$ cat src/rtl/cdt_pkg.sv
package cdt_pkg;
   localparam int BUS_W        = 32;
   localparam int CTL_MASK_BIT = 16;
   localparam int CTL_PER_BIT  = 17;
   localparam int DIV_W        = 4;
   localparam int SHIFT_W      = 3;
   localparam int MAX_SHIFT    = (1 << SHIFT_W) - 1;

   typedef enum logic {
      MODE_ONESHOT  = 1'b0,
      MODE_PERIODIC = 1'b1
   } cdt_mode_e;

   typedef struct packed {
      logic      masked;
      cdt_mode_e mode;
      logic [7:0] vec;
   } cdt_ctl_t;

   // tick period exponent from the stored divide field {b3,b2(zero),b1,b0}
   function automatic logic [SHIFT_W-1:0] div_shift(input logic [DIV_W-1:0] d);
      logic [SHIFT_W-1:0] code;
      code = {d[3], d[1], d[0]};
      return code + SHIFT_W'(1);
   endfunction
endpackage

$ cat src/rtl/cdt_prescale.sv
module cdt_prescale #(
   parameter int SHIFT_W = 3,
   parameter int PRE_W   = (1 << SHIFT_W) - 1
) (
   input  logic               clk,
   input  logic               rst_n,
   input  logic               clear,
   input  logic [SHIFT_W-1:0] shift,
   output logic               tick
);
   logic [PRE_W-1:0] pcnt;
   logic [PRE_W-1:0] lim;

   generate
      if (PRE_W < (1 << SHIFT_W) - 1) begin : g_bad_width
         $error("cdt_prescale: PRE_W too narrow for the largest shift");
      end
   endgenerate

   always_comb begin
      lim  = PRE_W'((32'd1 << shift) - 32'd1);
      tick = (pcnt >= lim);
   end

   always_ff @(posedge clk) begin
      if (!rst_n)     pcnt <= '0;
      else if (clear) pcnt <= '0;
      else if (tick)  pcnt <= '0;
      else            pcnt <= pcnt + PRE_W'(1);
   end
endmodule

$ cat src/rtl/cdt_counter.sv
module cdt_counter #(
   parameter int CNT_W = 32
) (
   input  logic             clk,
   input  logic             rst_n,
   input  logic             load,
   input  logic [CNT_W-1:0] load_val,
   input  logic [CNT_W-1:0] reload_val,
   input  logic             tick,
   input  logic             periodic,
   output logic [CNT_W-1:0] cur,
   output logic             expire
);
   logic armed;
   logic at_zero;

   always_comb begin
      at_zero = (cur == '0);
      expire  = tick && !load && at_zero &&
                (periodic ? (reload_val != '0) : armed);
   end

   always_ff @(posedge clk) begin
      if (!rst_n) begin
         cur   <= '0;
         armed <= 1'b0;
      end else if (load) begin
         cur   <= load_val;
         armed <= (load_val != '0);
      end else if (tick) begin
         if (!at_zero)     cur <= cur - CNT_W'(1);
         else if (periodic) cur <= reload_val;
         if (expire && !periodic) armed <= 1'b0;
      end
   end
endmodule

$ cat src/rtl/irq_countdown_timer.sv
module irq_countdown_timer
   import cdt_pkg::*;
#(
   parameter int CNT_W = 32,
   parameter int VEC_W = 8
) (
   input  logic             clk,
   input  logic             rst_n,
   input  logic             init_wr,
   input  logic             cur_wr,
   input  logic             div_wr,
   input  logic             ctl_wr,
   input  logic [31:0]      wdata,
   output logic [31:0]      init_q,
   output logic [31:0]      cur_q,
   output logic [3:0]       div_q,
   output logic [31:0]      ctl_q,
   output logic             irq_o,
   output logic [7:0]       irq_vec_o
);
   localparam int PRE_W = (1 << SHIFT_W) - 1;

   generate
      if (CNT_W < 2 || CNT_W > BUS_W) begin : g_bad_cnt
         $error("irq_countdown_timer: CNT_W must be 2..BUS_W");
      end
      if (VEC_W != 8) begin : g_bad_vec
         $error("irq_countdown_timer: VEC_W must be 8");
      end
   endgenerate

   logic [CNT_W-1:0]   init_r;
   logic [CNT_W-1:0]   cur;
   logic [DIV_W-1:0]   div_r;
   cdt_ctl_t           ctl_r;
   logic [SHIFT_W-1:0] shift;
   logic               tick;
   logic               expire;
   logic               unused_bits;

   assign unused_bits = ^{cur_wr, wdata[31:18], wdata[15:8]};

   always_ff @(posedge clk) begin
      if (!rst_n) begin
         init_r       <= '0;
         div_r        <= '0;
         ctl_r.masked <= 1'b1;
         ctl_r.mode   <= MODE_ONESHOT;
         ctl_r.vec    <= '0;
      end else begin
         if (init_wr) init_r <= wdata[CNT_W-1:0];
         if (div_wr)  div_r  <= {wdata[3], 1'b0, wdata[1], wdata[0]};
         if (ctl_wr) begin
            ctl_r.masked <= wdata[CTL_MASK_BIT];
            ctl_r.mode   <= cdt_mode_e'(wdata[CTL_PER_BIT]);
            ctl_r.vec    <= wdata[VEC_W-1:0];
         end
      end
   end

   assign shift = div_shift(div_r);

   cdt_prescale #(.SHIFT_W(SHIFT_W), .PRE_W(PRE_W)) u_pre (
      .clk   (clk),
      .rst_n (rst_n),
      .clear (init_wr),
      .shift (shift),
      .tick  (tick)
   );

   cdt_counter #(.CNT_W(CNT_W)) u_cnt (
      .clk        (clk),
      .rst_n      (rst_n),
      .load       (init_wr),
      .load_val   (wdata[CNT_W-1:0]),
      .reload_val (init_r),
      .tick       (tick),
      .periodic   (ctl_r.mode == MODE_PERIODIC),
      .cur        (cur),
      .expire     (expire)
   );

   always_ff @(posedge clk) begin
      if (!rst_n) begin
         irq_o     <= 1'b0;
         irq_vec_o <= '0;
      end else begin
         irq_o     <= expire && !ctl_r.masked;
         irq_vec_o <= ctl_r.vec;
      end
   end

   always_comb begin
      init_q                = '0;
      init_q[CNT_W-1:0]     = init_r;
      cur_q                 = '0;
      cur_q[CNT_W-1:0]      = cur;
      div_q                 = div_r;
      ctl_q                 = '0;
      ctl_q[CTL_PER_BIT]    = (ctl_r.mode == MODE_PERIODIC);
      ctl_q[CTL_MASK_BIT]   = ctl_r.masked;
      ctl_q[VEC_W-1:0]      = ctl_r.vec;
   end
endmodule

$ cat config.mk
export PLATFORM = sky130hd
export DESIGN_NAME = irq_countdown_timer
export DESIGN_NICKNAME = d
export VERILOG_FILES = /design/src/rtl/cdt_pkg.sv /design/src/rtl/cdt_prescale.sv /design/src/rtl/cdt_counter.sv /design/src/rtl/irq_countdown_timer.sv
export SDC_FILE = /design/constraint.sdc
export NUM_CORES = 1
export LEC_CHECK = 0
export BUFFER_PORTS_ARGS = -buffer_cell sky130_fd_sc_hd__buf_2
export CORE_MARGIN = 2
export CORE_UTILIZATION = 55
export DETAILED_ROUTE_END_ITERATION = 10
export GPL_ROUTABILITY_DRIVEN = 0
export HOLD_SLACK_MARGIN = 0.15
export PLACE_DENSITY_LB_ADDON = 0.05
export SLEW_MARGIN = 20
export SYNTH_ARGS = -nofsm -noshare
export SYNTH_HDL_FRONTEND = slang
export SYNTH_HIERARCHICAL = 1
export SYNTH_SLANG_ARGS = --single-unit
$ cat constraint.sdc
create_clock -name clk -period 6.95 [get_ports clk]
set_input_delay 1.0425 -clock clk [delete_from_list [all_inputs] [get_ports clk]]
set_output_delay 1.0425 -clock clk [all_outputs]
set_load 0.01 [all_outputs]
==> flow_summary_export.csv, run 1 <==
group,metric,value,unit
global_routing,grt_overflow_total,0,
synth,synthTopCellsByArea,"dfxtp_1 36%, mux2i_1 8.7%, nor2b_1 5.2%",
timing,report.final.slew_viol_count,0,
die,fp.dieH,101,um
timing,rsz0062_at_grt,"no",
critical_path,reg2regPathDepth,12,
synth,ys_async_sr_fraction,0,%
run_status,status,"complete, no violations",
detailed_routing,drc,0,
critical_path,endpoint_kind,"flip-flop",
timing,setup_violations,0,
finish,antennaDiodeCount,0,
die,die_w,101,um
die,num_io_pins,147,
clocking,cts_resized,0,
global_routing,busiest_layer,"met2",
detailed_routing,detail_route.wl_per_cell,18.0,um
clocking,clk_latency,370,ps
clocking,clock_sinks,94,
timing,fin_tns_setup,0,ps
die,design.core.area,9150,um^2
global_routing,met2_usage,45.9,%
critical_path,crit_start,"div_q[0]",
synth,ys_ff_latch,94,
global_routing,grt_pass1_wl,22.7,mm
critical_path,cp_data_arrival_time,4070,ps
global_routing,antenna_found_initial,0,
global_routing,grt_max_degree,83,
finish,fin_cells,801,
power,power_leakage,0.00258,uW
placed_design,dp_hpwl,10.0,mm
critical_path,reg2reg_to,"u_cnt/cur[18]",
clocking,cts_buffers,9,
global_routing,grt_usage,28.0,%
synth,synth-warning-count,6,
synth,synth-main-ff-cell,"dfxtp_1",
finish,final_nets,734,
clocking,cts_tree,"yes",
finish,drive_gt1_share,22.5,%
global_routing,grt_pass1_vias,4474,
synth,synth_cells,580,
clocking,postCtsSetupBuffers,0,
detailed_routing,vias,4840,
critical_path,ff2ff_setup_slack,3090,ps
detailed_routing,vias_per_cell,6.04,
placed_design,dp_cells,785,
power,power.density,231,nW/um^2
die,initial_core_util,56.4,%
critical_path,crit_end,"u_cnt/cur[18]",
timing,fin_skew,11.4,ps
min_path,min_path_type,"reg -> reg",
critical_path,worst-endpoint-required,7160,ps
global_routing,grtUsageMet3,5.48,%
synth,yosys-top-cells-count,"94 x dfxtp_1, 45 x mux2i_1, 43 x nor2b_1",
timing,layout_worst_path_cycle_share,55.5,%
timing,final_hold_viol_count,0,
timing,max_freq,259,MHz
synth,synth_area_per_cell,8.90,um^2
clocking,holdBufCountCts,0,
global_routing,groute.layer.met1.usage,37.1,%
detailed_routing,firstDrtPassIters,5,
clocking,clkTransAtPathRegs,100,ps
synth,netlist-cell-type-count,63,
clocking,cts_max_level,3,
synth,syn_area,5160,um^2
detailed_routing,initialDrtViolationCount,307,
synth,ys_seq_area_share,36.5,%
run,cap_violations,0,
synth,synth_top_area_share,36.5,%
die,die_area,10200,um^2
synth,yosysMostFrequentCell,"dfxtp_1",
finish,filler_cell_count,842,
finish,syn_to_final_growth,13.7,%
synth,synth_edf_count,0,
power,max-vdd-ir-drop,122,uV
timing,tightest_slew,1060,ps
critical_path,worstPathMaxFanout,10,
detailed_routing,drtAntennaViolNets,0,
critical_path,worstSetupPathType,"reg -> reg",
synth,synth_top_area_cell,"dfxtp_1",
clocking,cts_root_buf,"clkbuf_8",
placed_design,io_buffers,122,
timing,period_minus_slack,3860,ps
power,total_power,1350,uW
timing,max-slew-margin-rel,29.0,%
detailed_routing,wirelength,14.5,mm
die,rows,35,
critical_path,startpoint_type,"flip-flop",
critical_path,r2r-start,"div_q[0]",
clocking,clockBufferDepth,2,
==> layout by cell type, fill, tap and decap left out, types with 17 or more instances in the layout <==
cell type    n
nor4_1      23
nor2b_1     43
nand2_1     22
dfxtp_1     94
buf_2      122
conb_1      23
o21ai_0     23
nor3_1      17
mux2i_1     45
a21oi_1     40
nor2_1      34
==> per-stage QoR <==
step / instance area (um^2) / utilization (%) / hold slack [ps] / setup slack, ps
after floorplan: 5240 / - / 436 / 3950
after global placement: 5640 / 61.6 / 438 / 3280
after detailed placement: 5640 / 61.6 / 426 / 3210
after CTS: 5870 / 64.1 / 449 / 3210
after global routing: 5870 / 64.1 / 468 / 2860
final: 5870 / 64.1 / 449 / 3090
==> kinds of logic (layout without fill, tap and decap cells) <==
kind of cell,Yosys count,in the layout,synth area share (%)
other cells,1,23,0.0727
mux,45,45,8.73
xor+xnor,23,23,3.90
simple gates,211,211,23.0
buf+inv,64,152,8.05
fa+ha+maj,11,11,2.67
compound gates,131,131,17.1
flops,94,94,36.5
==> registers in the layout, summed over array words and instances, names as in the netlist <==
| signal | cells |
|---|---|
| u_pre/pcnt | 7 |
| u_cnt/armed | 1 |
| irq_vec_o | 8 |
| irq_o | 1 |
| ctl_q | 10 |
| div_q | 3 |
| u_cnt/cur | 32 |
| init_q | 32 |
==> worst min path at each step <==
| stage | start | endpoint | slack (ps) | depth (start not counted) |
|---|---|---|---|---|
| global placement | ctl_q[16] | irq_o | 440 | 1 |
| detailed placement | ctl_q[16] | irq_o | 430 | 1 |
| CTS | ctl_q[16] | irq_o | 450 | 1 |
| floorplan | u_cnt/armed | u_cnt/armed | 440 | 2 |
| finish | ctl_q[16] | irq_o | 450 | 1 |
| global route | ctl_q[16] | irq_o | 470 | 1 |
==> layer usage <==
layer	vias up	share of wire (%)
met5	-	0
met4	0	1.4
met3	20	6.4
met2	210	48
met1	2325	44
li1	2285	-
==> power breakdown <==
group	leakage, uW	switching (uW)	internal [uW]
clock network	0.000112	212	208
logic	0.00170	181	126
registers	0.000775	49.7	576
total	0.00258	442	911
==> worst max-delay path, cell delays in order, from the launching register on <==
cell,delay [ps]
dfxtp_1,350
ha_1,210
xor2_1,200
or3_1,380
ha_1,270
nand2b_1,90
a31oi_1,130
o21ai_0,530
inv_1,120
nor2_1,660
nand3_1,360
o221ai_1,300
a311oi_1,90
==> layout make-up <==
class	count	area (um^2)	share of cell area [%]
clock buffers	9	124	2.11
clock inverters	7	105	1.79
inverters	11	41.3	0.703
multi-input cells	444	2950	50.2
flip-flops and latches	94	1880	32.1
well taps	111	139	2.37
repair buffers	125	633	10.8
(Power assumes the default switching activity.)
==> inputs of run 2 (changes only) <==
--- a/config.mk
+++ b/config.mk
@@ -7,7 +7,7 @@
 export LEC_CHECK = 0
 export BUFFER_PORTS_ARGS = -buffer_cell sky130_fd_sc_hd__buf_2
 export CORE_MARGIN = 2
-export CORE_UTILIZATION = 55
+export CORE_UTILIZATION = 53
 export DETAILED_ROUTE_END_ITERATION = 10
 export GPL_ROUTABILITY_DRIVEN = 0
 export HOLD_SLACK_MARGIN = 0.15
==> constraint.sdc (replaced) <==
create_clock -name clk -period 4 [get_ports clk]
set_input_delay 0.6 -clock clk [delete_from_list [all_inputs] [get_ports clk]]
set_output_delay 0.6 -clock clk [all_outputs]
set_load 0.01 [all_outputs]
==> run 2 against run 1 <==
Utilization shrank 2.0 points. Hold slack lost 7.5 ps. Sequential power grew 73%. Setup slack lost 2500 ps. Via count shrank 1.3%. Critical endpoint is now u_cnt/cur[21].
==> flow_summary_export.csv, run 2 (same netlist as run 1, synthesis figures left out) <==
group,metric,value,unit
die,rows,36,
run_status,status,"complete, no violations",
clocking,cts_buffers,9,
global_routing,grt_usage,27.2,%
timing,final_hold_viol_count,0,
critical_path,reg2reg_to,"u_cnt/cur[21]",
global_routing,grt_pass1_wl,22.2,mm
critical_path,worstPathMaxFanout,8,
run,cap_violations,0,
finish,final_common_cell,"buf_2",
placed_design,placed_area,5720,um^2
finish,final_nets,741,
detailed_routing,drc,0,
timing,fin_tns_setup,0,ps
timing,max_freq,294,MHz
clocking,cts_resized,0,
die,die_w,103,um
timing,fin_skew,12.3,ps
min_path,min_path_type,"reg -> reg",
clocking,clkTransAtPathRegs,90,ps
detailed_routing,detail_route.wl_per_cell,17.2,um
timing,rsz0062_at_grt,"no",
clocking,cts_root_buf,"clkbuf_8",
clocking,clock_sinks,94,
clocking,clk_latency,370,ps
finish,antennaDiodeCount,0,
power,power.density,401,nW/um^2
global_routing,grt_max_degree,63,
critical_path,endpoint_kind,"flip-flop",
detailed_routing,wirelength,14.3,mm
finish,drive_gt1_share,23.2,%
critical_path,crit_end,"u_cnt/cur[21]",
clocking,holdBufCountCts,0,
placed_design,dp_hpwl,10.2,mm
detailed_routing,firstDrtPassIters,4,
finish,syn_to_final_growth,15.6,%
die,initial_core_util,53.8,%
critical_path,startpoint_type,"flip-flop",
clocking,cts_max_level,3,
global_routing,grt_pass1_vias,4205,
detailed_routing,vias_per_cell,5.76,
critical_path,worstSetupPathType,"reg -> reg",
global_routing,antenna_found_initial,0,
finish,layout_common_cells,"122 x buf_2, 94 x dfxtp_1, 45 x mux2i_1, 43 x nor2b_1, 40 x a21oi_1",
critical_path,reg2regPathDepth,13,
finish,final_area,5960,um^2
timing,layout_worst_path_cycle_share,85.0,%
critical_path,ff2ff_setup_slack,600,ps
power,max-vdd-ir-drop,195,uV
die,fp.dieH,103,um
finish,final_util,62.2,%
detailed_routing,drtAntennaViolNets,0,
timing,report.final.slew_viol_count,0,
clocking,clockBufferDepth,2,
die,num_io_pins,147,
critical_path,r2r-start,"div_q[0]",
timing,setup_violations,0,
critical_path,crit_start,"div_q[0]",
global_routing,grt_overflow_total,0,
placed_design,io_buffers,122,
die,die_area,10500,um^2
timing,period_minus_slack,3400,ps
critical_path,worst-endpoint-required,4240,ps
power,power_leakage,0.00263,uW
detailed_routing,vias,4779,
critical_path,cp_data_arrival_time,3640,ps
detailed_routing,initialDrtViolationCount,349,
clocking,cts_tree,"yes",
die,design.core.area,9590,um^2
timing,tightest_slew,962,ps
clocking,postCtsSetupBuffers,0,
timing,max-slew-margin-rel,35.3,%
-- run 2: changes by cell type in the layout (fill, tap and decap cells not counted) --
cell / before / now
bufinv_16: 2 / 3
buf_4: 3 / 10
inv_8: 1 / 0
inv_6: 2 / 1
clkinv_2: 0 / 1
-- run 2: power by group --
| group | switching, uW | total (uW) | internal (uW) |
|---|---|---|---|
| registers | 81.6 | 1080 | 1000 |
| clock network | 350 | 767 | 417 |
| logic | 315 | 541 | 226 |
| total | 746 | 2390 | 1640 |
-- run 2: how the worst min path moves through the flow --
stage,depth (start not counted),to,start,slack (ps)
2_1_floorplan,2,u_cnt/armed,u_cnt/armed,440
3_3_place_gp,1,irq_o,ctl_q[16],420
5_1_grt,1,irq_o,ctl_q[16],460
3_5_place_dp,1,irq_o,ctl_q[16],430
4_1_cts,1,irq_o,ctl_q[16],440
6_report,1,irq_o,ctl_q[16],440
-- run 2: layout make-up --
type,instances,area [um^2]
Inverter,11,41.3
Timing Repair Buffer,132,686
Clock inverter,7,120
Multi-Input combinational cell,444,2950
Clock buffer,9,124
Fill cell,922,3630
Tap cell,133,166
Sequential cell,94,1880
-- run 2: per-stage QoR --
| step | setup slack [ps] | instances | total power [uW] | hold WS [ps] |
|---|---|---|---|---|
| after floorplan | 1000 | 602 | 1470 | 436 |
| after global placement | 631 | 814 | 1630 | 424 |
| after global routing | 284 | 830 | 2510 | 463 |
| after detailed placement | 616 | 814 | 1640 | 431 |
| after CTS | 573 | 830 | 2400 | 444 |
| final | 600 | 830 | 2390 | 441 |
-- run 2: critical path, stage by stage, from the launching register on --
cell and delay (ps):
dfxtp_1 340, ha_1 210, xor2_1 200, or3_1 380, ha_1 270, nand2b_1 90, a31oi_1 120, o21ai_0 530
nand2_1 360, a31oi_1 270, buf_4 200, nand2b_1 70, a21oi_1 180, a211oi_1 70
-- run 2: layer usage --
metal | wire length, um | global-route usage (%)
met1 | 6440 | 38.1
met2 | 6830 | 43.6
met3 | 828 | 3.39
met4 | 223 | 9.03
met5 | 0 | 0
